### config.mk
export PLATFORM = sky130hd
export DESIGN_NAME = spi_fe_top
export DESIGN_NICKNAME = d
export VERILOG_FILES = /design/src/rtl/spi_fe_pkg.sv /design/src/rtl/spi_fe_fifo.sv /design/src/rtl/spi_fe_flags.sv /design/src/rtl/spi_fe_top.sv
export SDC_FILE = /design/constraint.sdc
export NUM_CORES = 2
export LEC_CHECK = 0
export BUFFER_PORTS_ARGS = -buffer_cell sky130_fd_sc_hd__buf_2
export CAP_MARGIN = 20
export CORE_ASPECT_RATIO = 1.75
export CORE_MARGIN = 4
export CORE_UTILIZATION = 55
export DETAILED_ROUTE_END_ITERATION = 12
export GPL_TIMING_DRIVEN = 1
export HOLD_SLACK_MARGIN = 0.1
export PLACE_DENSITY_LB_ADDON = 0.25
export SLEW_MARGIN = 10
export SYNTH_ARGS = -nofsm -noshare
export SYNTH_HDL_FRONTEND = slang
export SYNTH_HIERARCHICAL = 1
export SYNTH_SLANG_ARGS = --single-unit
export TNS_END_PERCENT = 5
### constraint.sdc
create_clock -name clk -period 3.6 [get_ports clk]
set_input_delay 0.72 -clock clk [delete_from_list [all_inputs] [get_ports clk]]
set_output_delay 0.72 -clock clk [all_outputs]
set_load 0.01 [all_outputs]
### src/rtl/spi_fe_pkg.sv
package spi_fe_pkg;

    typedef enum logic [3:0] {
        ADDR_CTRL = 4'd0,
        ADDR_CFG  = 4'd1,
        ADDR_STAT = 4'd2,
        ADDR_TXD  = 4'd3,
        ADDR_RXD  = 4'd4,
        ADDR_FFLG = 4'd5,
        ADDR_FEN  = 4'd6,
        ADDR_XFLG = 4'd7,
        ADDR_XEN  = 4'd8
    } reg_addr_e;

    // FIFO flag bit positions in the register word
    localparam int unsigned FB_RXTHR  = 4;
    localparam int unsigned FB_TXTHR  = 5;
    localparam int unsigned FB_RXFULL = 8;
    localparam int unsigned FB_TXEMP  = 9;
    localparam int unsigned FB_RXUND  = 16;
    localparam int unsigned FB_TXOVF  = 17;

    // internal FIFO flag index order
    localparam int unsigned FI_RXTHR  = 0;
    localparam int unsigned FI_TXTHR  = 1;
    localparam int unsigned FI_RXFULL = 2;
    localparam int unsigned FI_TXEMP  = 3;
    localparam int unsigned FI_RXUND  = 4;
    localparam int unsigned FI_TXOVF  = 5;
    localparam int unsigned N_FFLG    = 6;
    localparam int unsigned N_XFLG    = 2;

    function automatic logic [7:0] thr_words(input logic [1:0] code);
        case (code)
            2'd1:    thr_words = 8'd4;
            2'd2:    thr_words = 8'd1;
            default: thr_words = 8'd8;
        endcase
    endfunction

endpackage

### src/rtl/spi_fe_fifo.sv
module spi_fe_fifo #(
    parameter int unsigned WIDTH = 32,
    parameter int unsigned DEPTH = 16
) (
    input  logic                           clk,
    input  logic                           rst_n,
    input  logic                           clr_i,
    input  logic                           push_i,
    input  logic [WIDTH-1:0]               push_data_i,
    input  logic                           pop_i,
    output logic [WIDTH-1:0]               pop_data_o,
    output logic [$clog2(DEPTH+1)-1:0]     level_o,
    output logic                           full_o,
    output logic                           empty_o
);
    localparam int unsigned PW = $clog2(DEPTH);
    localparam int unsigned LW = $clog2(DEPTH+1);

    typedef struct packed {
        logic [DEPTH-1:0][WIDTH-1:0] mem;
        logic [PW-1:0]               wr;
        logic [PW-1:0]               rd;
        logic [LW-1:0]               cnt;
    } fifo_st_t;

    fifo_st_t st_d, st_q;
    logic     do_push, do_pop;

    always_comb begin
        st_d    = st_q;
        do_push = push_i && (st_q.cnt != LW'(DEPTH));
        do_pop  = pop_i && (st_q.cnt != '0);
        if (clr_i) begin
            st_d.wr  = '0;
            st_d.rd  = '0;
            st_d.cnt = '0;
        end else begin
            if (do_push) begin
                st_d.mem[st_q.wr] = push_data_i;
                st_d.wr           = st_q.wr + PW'(1);
            end
            if (do_pop) begin
                st_d.rd = st_q.rd + PW'(1);
            end
            case ({do_push, do_pop})
                2'b10:   st_d.cnt = st_q.cnt + LW'(1);
                2'b01:   st_d.cnt = st_q.cnt - LW'(1);
                default: st_d.cnt = st_q.cnt;
            endcase
        end
    end

    always_ff @(posedge clk or negedge rst_n) begin
        if (!rst_n) st_q <= '0;
        else        st_q <= st_d;
    end

    assign pop_data_o = st_q.mem[st_q.rd];
    assign level_o    = st_q.cnt;
    assign full_o     = (st_q.cnt == LW'(DEPTH));
    assign empty_o    = (st_q.cnt == '0);

    assert_level_bound_R1: assert property (@(posedge clk) disable iff (!rst_n)
        st_q.cnt <= LW'(DEPTH));
    assert_clear_empties_R4: assert property (@(posedge clk) disable iff (!rst_n)
        clr_i |=> (st_q.cnt == '0));
    assert_no_push_when_full_R2: assert property (@(posedge clk) disable iff (!rst_n)
        (full_o && !clr_i && !pop_i) |=> full_o);
endmodule

### src/rtl/spi_fe_flags.sv
module spi_fe_flags #(
    parameter int unsigned N = 6
) (
    input  logic         clk,
    input  logic         rst_n,
    input  logic [N-1:0] set_i,
    input  logic         clr_wr_i,
    input  logic [N-1:0] clr_mask_i,
    input  logic         en_wr_i,
    input  logic [N-1:0] en_val_i,
    output logic [N-1:0] flags_o,
    output logic [N-1:0] en_o,
    output logic         irq_o
);
    typedef struct packed {
        logic [N-1:0] flags;
        logic [N-1:0] en;
    } flg_st_t;

    flg_st_t st_d, st_q;

    always_comb begin
        st_d = st_q;
        if (clr_wr_i) st_d.flags = st_q.flags & ~clr_mask_i;
        st_d.flags = st_d.flags | set_i;
        if (en_wr_i) st_d.en = en_val_i;
    end

    always_ff @(posedge clk or negedge rst_n) begin
        if (!rst_n) st_q <= '0;
        else        st_q <= st_d;
    end

    assign flags_o = st_q.flags;
    assign en_o    = st_q.en;
    assign irq_o   = |(st_q.flags & st_q.en);

    for (genvar i = 0; i < N; i++) begin : g_chk
        assert_set_wins_R8: assert property (@(posedge clk) disable iff (!rst_n)
            set_i[i] |=> flags_o[i]);
        assert_rise_has_cause_R8: assert property (@(posedge clk) disable iff (!rst_n)
            $rose(flags_o[i]) |-> $past(set_i[i]));
        assert_clear_works_R8: assert property (@(posedge clk) disable iff (!rst_n)
            (clr_wr_i && clr_mask_i[i] && !set_i[i]) |=> !flags_o[i]);
    end
endmodule

### src/rtl/spi_fe_top.sv
module spi_fe_top
    import spi_fe_pkg::*;
#(
    parameter int unsigned DEPTH = 16
) (
    input  logic        clk,
    input  logic        rst_n,
    input  logic        reg_wr,
    input  logic        reg_rd,
    input  logic [3:0]  reg_addr,
    input  logic [31:0] reg_wdata,
    output logic [31:0] reg_rdata,
    output logic        run_o,
    output logic        irq_o,
    input  logic        core_tx_pop,
    output logic [31:0] core_tx_data,
    output logic        core_tx_valid,
    input  logic        core_rx_push,
    input  logic [31:0] core_rx_data,
    input  logic        core_tx_done,
    input  logic        core_rx_done
);
    localparam int unsigned LW = $clog2(DEPTH+1);

    typedef struct packed {
        logic       run;
        logic [1:0] thr;
    } cfg_t;

    cfg_t cfg_d, cfg_q;

    logic          wr_ctrl, tx_clr, rx_clr, tx_push, rx_pop;
    logic [31:0]   rx_head;
    logic [LW-1:0] tx_lvl, rx_lvl;
    logic          tx_full, tx_empty, rx_full, rx_empty;
    logic [7:0]    thr8;
    logic [N_FFLG-1:0] f_set, f_mask, f_flags, f_en;
    logic [N_XFLG-1:0] x_flags, x_en;
    logic          f_irq, x_irq;
    logic [31:0]   f_word, f_en_word, stat_word;

    assign wr_ctrl = reg_wr && (reg_addr == ADDR_CTRL);
    assign tx_clr  = wr_ctrl && reg_wdata[2];
    assign rx_clr  = wr_ctrl && reg_wdata[3];
    assign tx_push = reg_wr && (reg_addr == ADDR_TXD);
    assign rx_pop  = reg_rd && (reg_addr == ADDR_RXD);

    always_comb begin
        cfg_d = cfg_q;
        if (wr_ctrl) cfg_d.run = reg_wdata[0];
        if (reg_wr && (reg_addr == ADDR_CFG)) cfg_d.thr = reg_wdata[1:0];
    end

    always_ff @(posedge clk or negedge rst_n) begin
        if (!rst_n) cfg_q <= '0;
        else        cfg_q <= cfg_d;
    end

    spi_fe_fifo #(.WIDTH(32), .DEPTH(DEPTH)) u_txf (
        .clk(clk), .rst_n(rst_n), .clr_i(tx_clr),
        .push_i(tx_push), .push_data_i(reg_wdata),
        .pop_i(core_tx_pop), .pop_data_o(core_tx_data),
        .level_o(tx_lvl), .full_o(tx_full), .empty_o(tx_empty)
    );

    spi_fe_fifo #(.WIDTH(32), .DEPTH(DEPTH)) u_rxf (
        .clk(clk), .rst_n(rst_n), .clr_i(rx_clr),
        .push_i(core_rx_push), .push_data_i(core_rx_data),
        .pop_i(rx_pop), .pop_data_o(rx_head),
        .level_o(rx_lvl), .full_o(rx_full), .empty_o(rx_empty)
    );

    assign core_tx_valid = !tx_empty;
    assign thr8          = thr_words(cfg_q.thr);

    always_comb begin
        f_set            = '0;
        f_set[FI_RXTHR]  = (8'(rx_lvl) >= thr8);
        f_set[FI_TXTHR]  = (8'(tx_lvl) <= thr8);
        f_set[FI_RXFULL] = rx_full;
        f_set[FI_TXEMP]  = tx_empty;
        f_set[FI_RXUND]  = rx_pop && rx_empty;
        f_set[FI_TXOVF]  = tx_push && tx_full;
    end

    // map between register bit positions and the compact flag vector
    always_comb begin
        f_mask            = '0;
        f_mask[FI_RXTHR]  = reg_wdata[FB_RXTHR];
        f_mask[FI_TXTHR]  = reg_wdata[FB_TXTHR];
        f_mask[FI_RXFULL] = reg_wdata[FB_RXFULL];
        f_mask[FI_TXEMP]  = reg_wdata[FB_TXEMP];
        f_mask[FI_RXUND]  = reg_wdata[FB_RXUND];
        f_mask[FI_TXOVF]  = reg_wdata[FB_TXOVF];
        f_word            = '0;
        f_word[FB_RXTHR]  = f_flags[FI_RXTHR];
        f_word[FB_TXTHR]  = f_flags[FI_TXTHR];
        f_word[FB_RXFULL] = f_flags[FI_RXFULL];
        f_word[FB_TXEMP]  = f_flags[FI_TXEMP];
        f_word[FB_RXUND]  = f_flags[FI_RXUND];
        f_word[FB_TXOVF]  = f_flags[FI_TXOVF];
        f_en_word            = '0;
        f_en_word[FB_RXTHR]  = f_en[FI_RXTHR];
        f_en_word[FB_TXTHR]  = f_en[FI_TXTHR];
        f_en_word[FB_RXFULL] = f_en[FI_RXFULL];
        f_en_word[FB_TXEMP]  = f_en[FI_TXEMP];
        f_en_word[FB_RXUND]  = f_en[FI_RXUND];
        f_en_word[FB_TXOVF]  = f_en[FI_TXOVF];
    end

    spi_fe_flags #(.N(N_FFLG)) u_fflg (
        .clk(clk), .rst_n(rst_n), .set_i(f_set),
        .clr_wr_i(reg_wr && (reg_addr == ADDR_FFLG)), .clr_mask_i(f_mask),
        .en_wr_i(reg_wr && (reg_addr == ADDR_FEN)), .en_val_i(f_mask),
        .flags_o(f_flags), .en_o(f_en), .irq_o(f_irq)
    );

    spi_fe_flags #(.N(N_XFLG)) u_xflg (
        .clk(clk), .rst_n(rst_n), .set_i({core_tx_done, core_rx_done}),
        .clr_wr_i(reg_wr && (reg_addr == ADDR_XFLG)), .clr_mask_i(reg_wdata[1:0]),
        .en_wr_i(reg_wr && (reg_addr == ADDR_XEN)), .en_val_i(reg_wdata[1:0]),
        .flags_o(x_flags), .en_o(x_en), .irq_o(x_irq)
    );

    assign irq_o = f_irq || x_irq;
    assign run_o = cfg_q.run;

    always_comb begin
        stat_word        = '0;
        stat_word[4]     = tx_full;
        stat_word[15:8]  = 8'(tx_lvl);
        stat_word[20]    = rx_empty;
        stat_word[31:24] = 8'(rx_lvl);
    end

    always_comb begin
        reg_rdata = '0;
        case (reg_addr)
            ADDR_CTRL: reg_rdata[0]   = cfg_q.run;
            ADDR_CFG:  reg_rdata[1:0] = cfg_q.thr;
            ADDR_STAT: reg_rdata      = stat_word;
            ADDR_RXD:  reg_rdata      = rx_empty ? '0 : rx_head;
            ADDR_FFLG: reg_rdata      = f_word;
            ADDR_FEN:  reg_rdata      = f_en_word;
            ADDR_XFLG: reg_rdata[1:0] = x_flags;
            ADDR_XEN:  reg_rdata[1:0] = x_en;
            default:   reg_rdata      = '0;
        endcase
    end

    assert_tx_overflow_R2: assert property (@(posedge clk) disable iff (!rst_n)
        (tx_push && tx_full) |=> f_flags[FI_TXOVF]);
    assert_underrun_zero_R3: assert property (@(posedge clk) disable iff (!rst_n)
        (rx_pop && rx_empty) |-> (reg_rdata == '0));
    assert_run_store_R4: assert property (@(posedge clk) disable iff (!rst_n)
        wr_ctrl |=> (run_o == $past(reg_wdata[0])));
    assert_done_latch_R7: assert property (@(posedge clk) disable iff (!rst_n)
        core_rx_done |=> x_flags[0]);
endmodule

# Word-level counts from Yosys, hierarchy flattened
# Index checks and enable logic that the tools add are counted.
# totals
elab_cells,148
input_bits,76
register_bits,1069
# classes
reduce_logical,35
n_bitwise,10
n_addsub,8
mux,25
eq_ne,18
order_cmp,8
# ops
operator,n
bitwise mux 512 bit,2
binary-select mux 32 bit (select 4 bit),2
demux 32 bit (select 4 bit),2
2-to-1 mux 32 bit,5
case mux 30 bit (4 select lines),1
2-to-1 mux 13 bit,2
"less-than comparator 4 x 5 -> 1 bit, second input constant",4
case mux 5 bit (2 select lines),2
logical AND 1 bit,18
"adder 4 x 1 -> 4 bit, second input constant",4
"equality test 4 x 3 -> 1 bit, second input constant",4
2-to-1 mux 4 bit,4
AND 6 bit,2
"adder 5 x 1 -> 5 bit, second input constant",2
"equality test 5 bit, second input constant",2
zero test 5 bit,2
"inequality test 5 bit, second input constant",2
nonzero test 5 bit,2
"subtractor 5 x 1 -> 5 bit, second input constant",2
"equality test 4 x 2 -> 1 bit, second input constant",2
"greater-or-equal comparator 4 x 1 -> 1 bit, second input constant",2
greater-or-equal comparator 5 x 8 -> 1 bit,1
<= comparator 5 x 8 -> 1 bit,1
case mux 4 bit (2 select lines),1
22 further kinds,33

# Depth between registers and ports, before layout
# depth
word_depth,6
ltp_mapped,12
mapped_depth_nobuf,10

# Modules after synthesis
# The synthesis kept the hierarchy.
# by_module_without_submodules
mod,area_per_inst_um2,cells_each,n_inst,seq_area_each_um2
spi_fe_fifo,24269.5,1441,2,13137.6
spi_fe_top,899.6,108,1,75.1
spi_fe_flags (u_fflg),496.7,35,1,300.3
spi_fe_flags (u_xflg),161.4,11,1,100.1

# Worst setup path before layout
# OpenSTA, ideal clock, no wires.
# synth_path
path_kind,register to output
start,reg u_rxf/st_q[5] in the netlist's numbering
end,out reg_rdata[16]
t_arrival_ps,2364
required_time_ps,2880
setup_slack_ps,516
path_stages_with_launch,6
path_cell_list,dfrtp_1 -> clkbuf_1 -> clkbuf_1 -> mux4_2 -> mux4_2 -> a221o_1
# synth_via
elab_chain_cells,4
# synth_lines
item,line,source
start: declaration,spi_fe_fifo.sv:26,"fifo_st_t st_d, st_q;"
start signal: assignment,spi_fe_fifo.sv:55,else st_q <= st_d;
binary-select mux 32 bit (select 4 bit),spi_fe_fifo.sv:58,assign pop_data_o = st_q.mem[st_q.rd];
2-to-1 mux 32 bit (implied by the code),spi_fe_fifo.sv:58,
via rx_head[16],spi_fe_top.sv:33,logic [31:0] rx_head;
2-to-1 mux 32 bit,spi_fe_top.sv:142,ADDR_RXD: reg_rdata = rx_empty ? '0 : rx_head;
case mux 30 bit (4 select lines),spi_fe_top.sv:138,case (reg_addr)
end: declaration,spi_fe_top.sv:12,"output logic [31:0] reg_rdata,"
# The timed path passes the listed nets, and every way through them passes these cells. The select of a mux whose other input is x is not followed.

# Final worst setup path
# layout_path
start,reg u_rxf/st_q[5] in the netlist's numbering
end,out reg_rdata[12]
# Same word-level chain as after synthesis.

==> results by group <==
Final layout
  – Design area: ~56000 um2
  – Filler cell count: 6563
  – Final #Nets: roughly 3.2k
  – Area growth syn-to-layout: 12.2%
  – Ratio of cells with drive above 1 in the final layout: 56.2%

Floorplan
  – I/O pin count: roughly 140
  – Row Count: 146
  – Core area: about 90000 um2
  – Initial Util: between 50% and 60%
  – DIE WIDTH: approximately 240 um
  – Total die area: 96200 um2
  – Die Y-Extent: roughly 400 um

Place
  – Placer Congestion: 0.872
  – DP Wirelength: between 70000 and 80000 um
  – Placed inst area: ~52000 um2
  – Port Buffers: 142
  – Pre-CTS setup slack: between 0.3 and 0.4 ns

Worst setup path
  – Startpoint Class: register
  – RR Startpoint: u_rxf/level_o[3]
  – Critical path buffer and inverter count: 5
  – Crit path max-delay family: multiplexers
  – R2r setup slk: 0.81 ns
  – Most frequent CP cell: buf_12
  – Crit path DAT: slightly above 3 ns
  – R2r worst-path depth: 6
  – Crit path capture type: output pin
  – Crit path largest cell delay: approximately 0.53 ns
  – Worst Path Class, Setup: register to output pin
  – Worst reg2reg endpoint: u_rxf/st_q[312]
  – Crit Path Max Fanout: 8
  – Worst Path Required: between 2 and 3 ns
  – Worst path cell trace: buf_12 > buf_16 > buf_12 > buf_12 > mux4_2 > mux4_2 > a22o_1 > buf_2
  – Slowest stage cell, crit path: mux4_2

STA
  – Slew headroom: between 30 and 40%
  – Clock Skews: just over 0.02 ns
  – Tcrit/Tclk final: 106%
  – Final critical-path required period: roughly 3.8 ns
  – Fmax achieved: 261 MHz
  – Final Setup Violations: 37
  – Fin. Hold Viols: 0
  – Slew @ Worst Pin: 1.00 ns
  – Hold_ws: roughly 0.22 ns
  – Slew Limit Fails: 0
  – RSZ-0062 raised after global routing: yes
  – Crit path setup slack, layout: -0.232 ns

Power
  – Flop pwr share: 41.4%
  – Leakage: around 26 nW
  – Overall Power: 0.0424 W
  – Peak supply drop: a little under 0.0006 V
  – Internal: around 0.030 W
  – P_sw: 0.0127 W
  – Pwr dens: 756 nW/um2
  – Sw Ratio: approximately 30%
  – Gate power share: 32.7%
  – Clock power frac: around 26%

Synthesis
  – Synthesized Nets: between 3k and 4k
  – Commonest cells in the netlist: 1069 x dfrtp_1, 908 x mux2_2, 320 x mux4_2
  – Synth Area in Compound Gates: between 1 and 1.5%
  – Primary FF master, synth: dfrtp_1
  – Area contributors post-synth: dfrtp_1 53%, mux2_2 20%, mux4_2 14%, mux2_4 2.1%, mux2_1 1.5%
  – Async SR Flop Fraction: 100%
  – EDFF count, synth: 0
  – Mean Syn Cell Area: between 15 and 20 um2
  – Multiplexer share of the synthesized area: 38.6%
  – Largest family of logic cells by synthesized area: multiplexers
  – Yosys top cell by area: dfrtp_1
  – Post-Synth Simple-Gate Area: under 10%
  – Sequential element share of the synthesized area: 53.4%
  – Netlist cell types: between 60 and 70
  – Synthesized flop and latch total: 1069
  – Top-count cell post-synth: dfrtp_1
  – Post-Syn Area: 50100 um2
  – YS warnings: 6
  – Adder-Cell Fraction of Synth Area: 0.524%
  – Xor/xnor cell area share of the yosys netlist: less than 1%
  – Gate Count Post-Synth: between 3k and 4k
  – Top-area cell type share of the netlist area: 53.4%

CTS
  – Root Buffer: clkbuf_16
  – Clock sinks: approximately 1.1k
  – Max Buffers Root-to-Sink: 3
  – H-tree level count: 3
  – Worst-path clk slew: about 0.070 ns
  – Skew-Pair Late Insertion Delay: approximately 0.7 ns
  – CTS tree: built
  – Num CTS Buffers: slightly below 100

Global route
  – Gr usage total: a little over a quarter
  – Largest net degree at the start of global routing: 106
  – First-pass GRT wire length: 195000 um
  – Met2 Use GR: a little under half
  – Vias in the first global route: 31.5k
  – Grt met3 use: around 3.8%
  – Antenna violations before repair: 12
  – Gr busiest metal: met2
  – Met1 Resource Use GR: between 30% and 40%
  – Final global-route overflow total: 0

Min path
  – HP Class: input port to register
  – Hold path depth: 2
  – Hold_sp: core_rx_done
  – Worst Hold End: u_xflg/flags_o[0]

Status
  – Failing checks: negative setup slack
  – Status: complete, but fails checks

Routing
  – Detailed Route Iter0 Violations: around 1.8k
  – Via count: roughly 28k
  – Wire length per cell: around 29 um
  – DRC: 0
  – DR vias/cell: between 6 and 7
  – Pre-antenna DRT Iters: 5
  – Antenna viol nets, final: 0
  – Final wirelength: between 100000 and 150000 um

Job
  – Max Cap Violations: 0
## flip-flops by register name, indices dropped and copies added, names as in the netlist
register	cells
u_rxf/st_q	520
u_txf/st_q	520
u_fflg/en_o	6
u_fflg/flags_o	6
u_rxf/level_o	5
u_txf/level_o	5
cfg_q	2
u_xflg/en_o	2
u_xflg/flags_o	2
run_o	1
## kinds of logic after synthesis
logic type                 after synthesis
AOI/OAI and AO/OA                       85
xor gates and xnor gates                15
adders and majority gates               21
buffers and inverters                  299
DFF                                   1069
muxes                                 1376
and+or+nand+nor                        171
## power by group through the flow
stage | Clock, W | Combinational, W | Sequential (W)
5_1_grt | 0.0117 | 0.0148 | 0.0179
6_report | 0.0110 | 0.0139 | 0.0176
3_3_place_gp | 0 | 0.0129 | 0.0174
2_1_floorplan | 0 | 0.0101 | 0.0167
3_5_place_dp | 0 | 0.0133 | 0.0177
4_1_cts | 0.0112 | 0.0139 | 0.0175
## routing by layer
metal / routed length (um) / vias to the layer above / part of all wire [%]
li1: - / 11600 / -
met1: 47200 / 15300 / 37
met2: 67500 / 841 / 54
met3: 5790 / 278 / 4.6
met4: 5340 / 14 / 4.2
met5: 94 / - / 0.075
## area by class of cell
cell class	instances	area, um2	area share, %
antenna	2	5.00	0.00891
clock buffer	143	2830	5.04
clock inverter	37	569	1.01
inverter	13	48.8	0.0868
multi-input combinational	1668	21600	38.5
sequential	1069	26800	47.6
tap	1184	1480	2.64
timing repair buffer	302	2840	5.05
## worst reg2reg max path: stages (launching register included)
cell,delay [ns]
dfrtp_2,0.48
or4_1,0.62
buf_4,0.21
o211a_4,0.32
nand3_4,0.12
buf_4,0.50
mux2_2,0.42
## what timing repair did
item | in CTS | in global routing
buffers inserted | 13 | 3
pin swaps | 4 | 1
gates resized for setup | 24 | 9
hold buffers | 1 | 0
gates cloned | 3 | 1
endpoints found under the setup margin | 63 | 61
endpoints found under the hold margin | 51 | 0
## per-stage QoR
step	TNS, ns	std cells	utilization [%]
after floorplan	0	3036	-
after global placement	0	4215	57.9
after detailed placement	0	4215	57.9
after CTS	-8.12	4412	62.0
after global routing	-9.35	4418	62.1
final	-5.27	4418	62.1
## placed cells by master (no fill, tap or decap), types with 12 or more instances in the layout
master,n
mux4_2,320
mux2_1,67
clkinv_2,14
ha_1,21
o21ai_0,13
nand3_4,12
nand2_1,15
inv_1,13
buf_12,58
and2_1,18
buf_4,87
mux2_4,69
a21oi_1,16
mux2i_1,12
clkbuf_8,19
dfrtp_1,1060
buf_2,140
clkbuf_16,100
mux2_2,908
nor2_1,34
clkbuf_1,25
and3_2,12
## worst max path at each step
stage | from | end | slack, ns | cells after the start
finish | u_rxf/st_q[5] | reg_rdata[12] | -0.23 | 8
global route | u_rxf/st_q[5] | reg_rdata[9] | -0.29 | 7
CTS | u_rxf/st_q[5] | reg_rdata[9] | -0.28 | 7
detailed placement | u_rxf/st_q[5] | reg_rdata[15] | 0.32 | 6
global placement | u_rxf/st_q[5] | reg_rdata[15] | 0.35 | 6
floorplan | u_rxf/st_q[5] | reg_rdata[16] | 0.52 | 5
No activity file was read; power rests on OpenSTA's default activity.
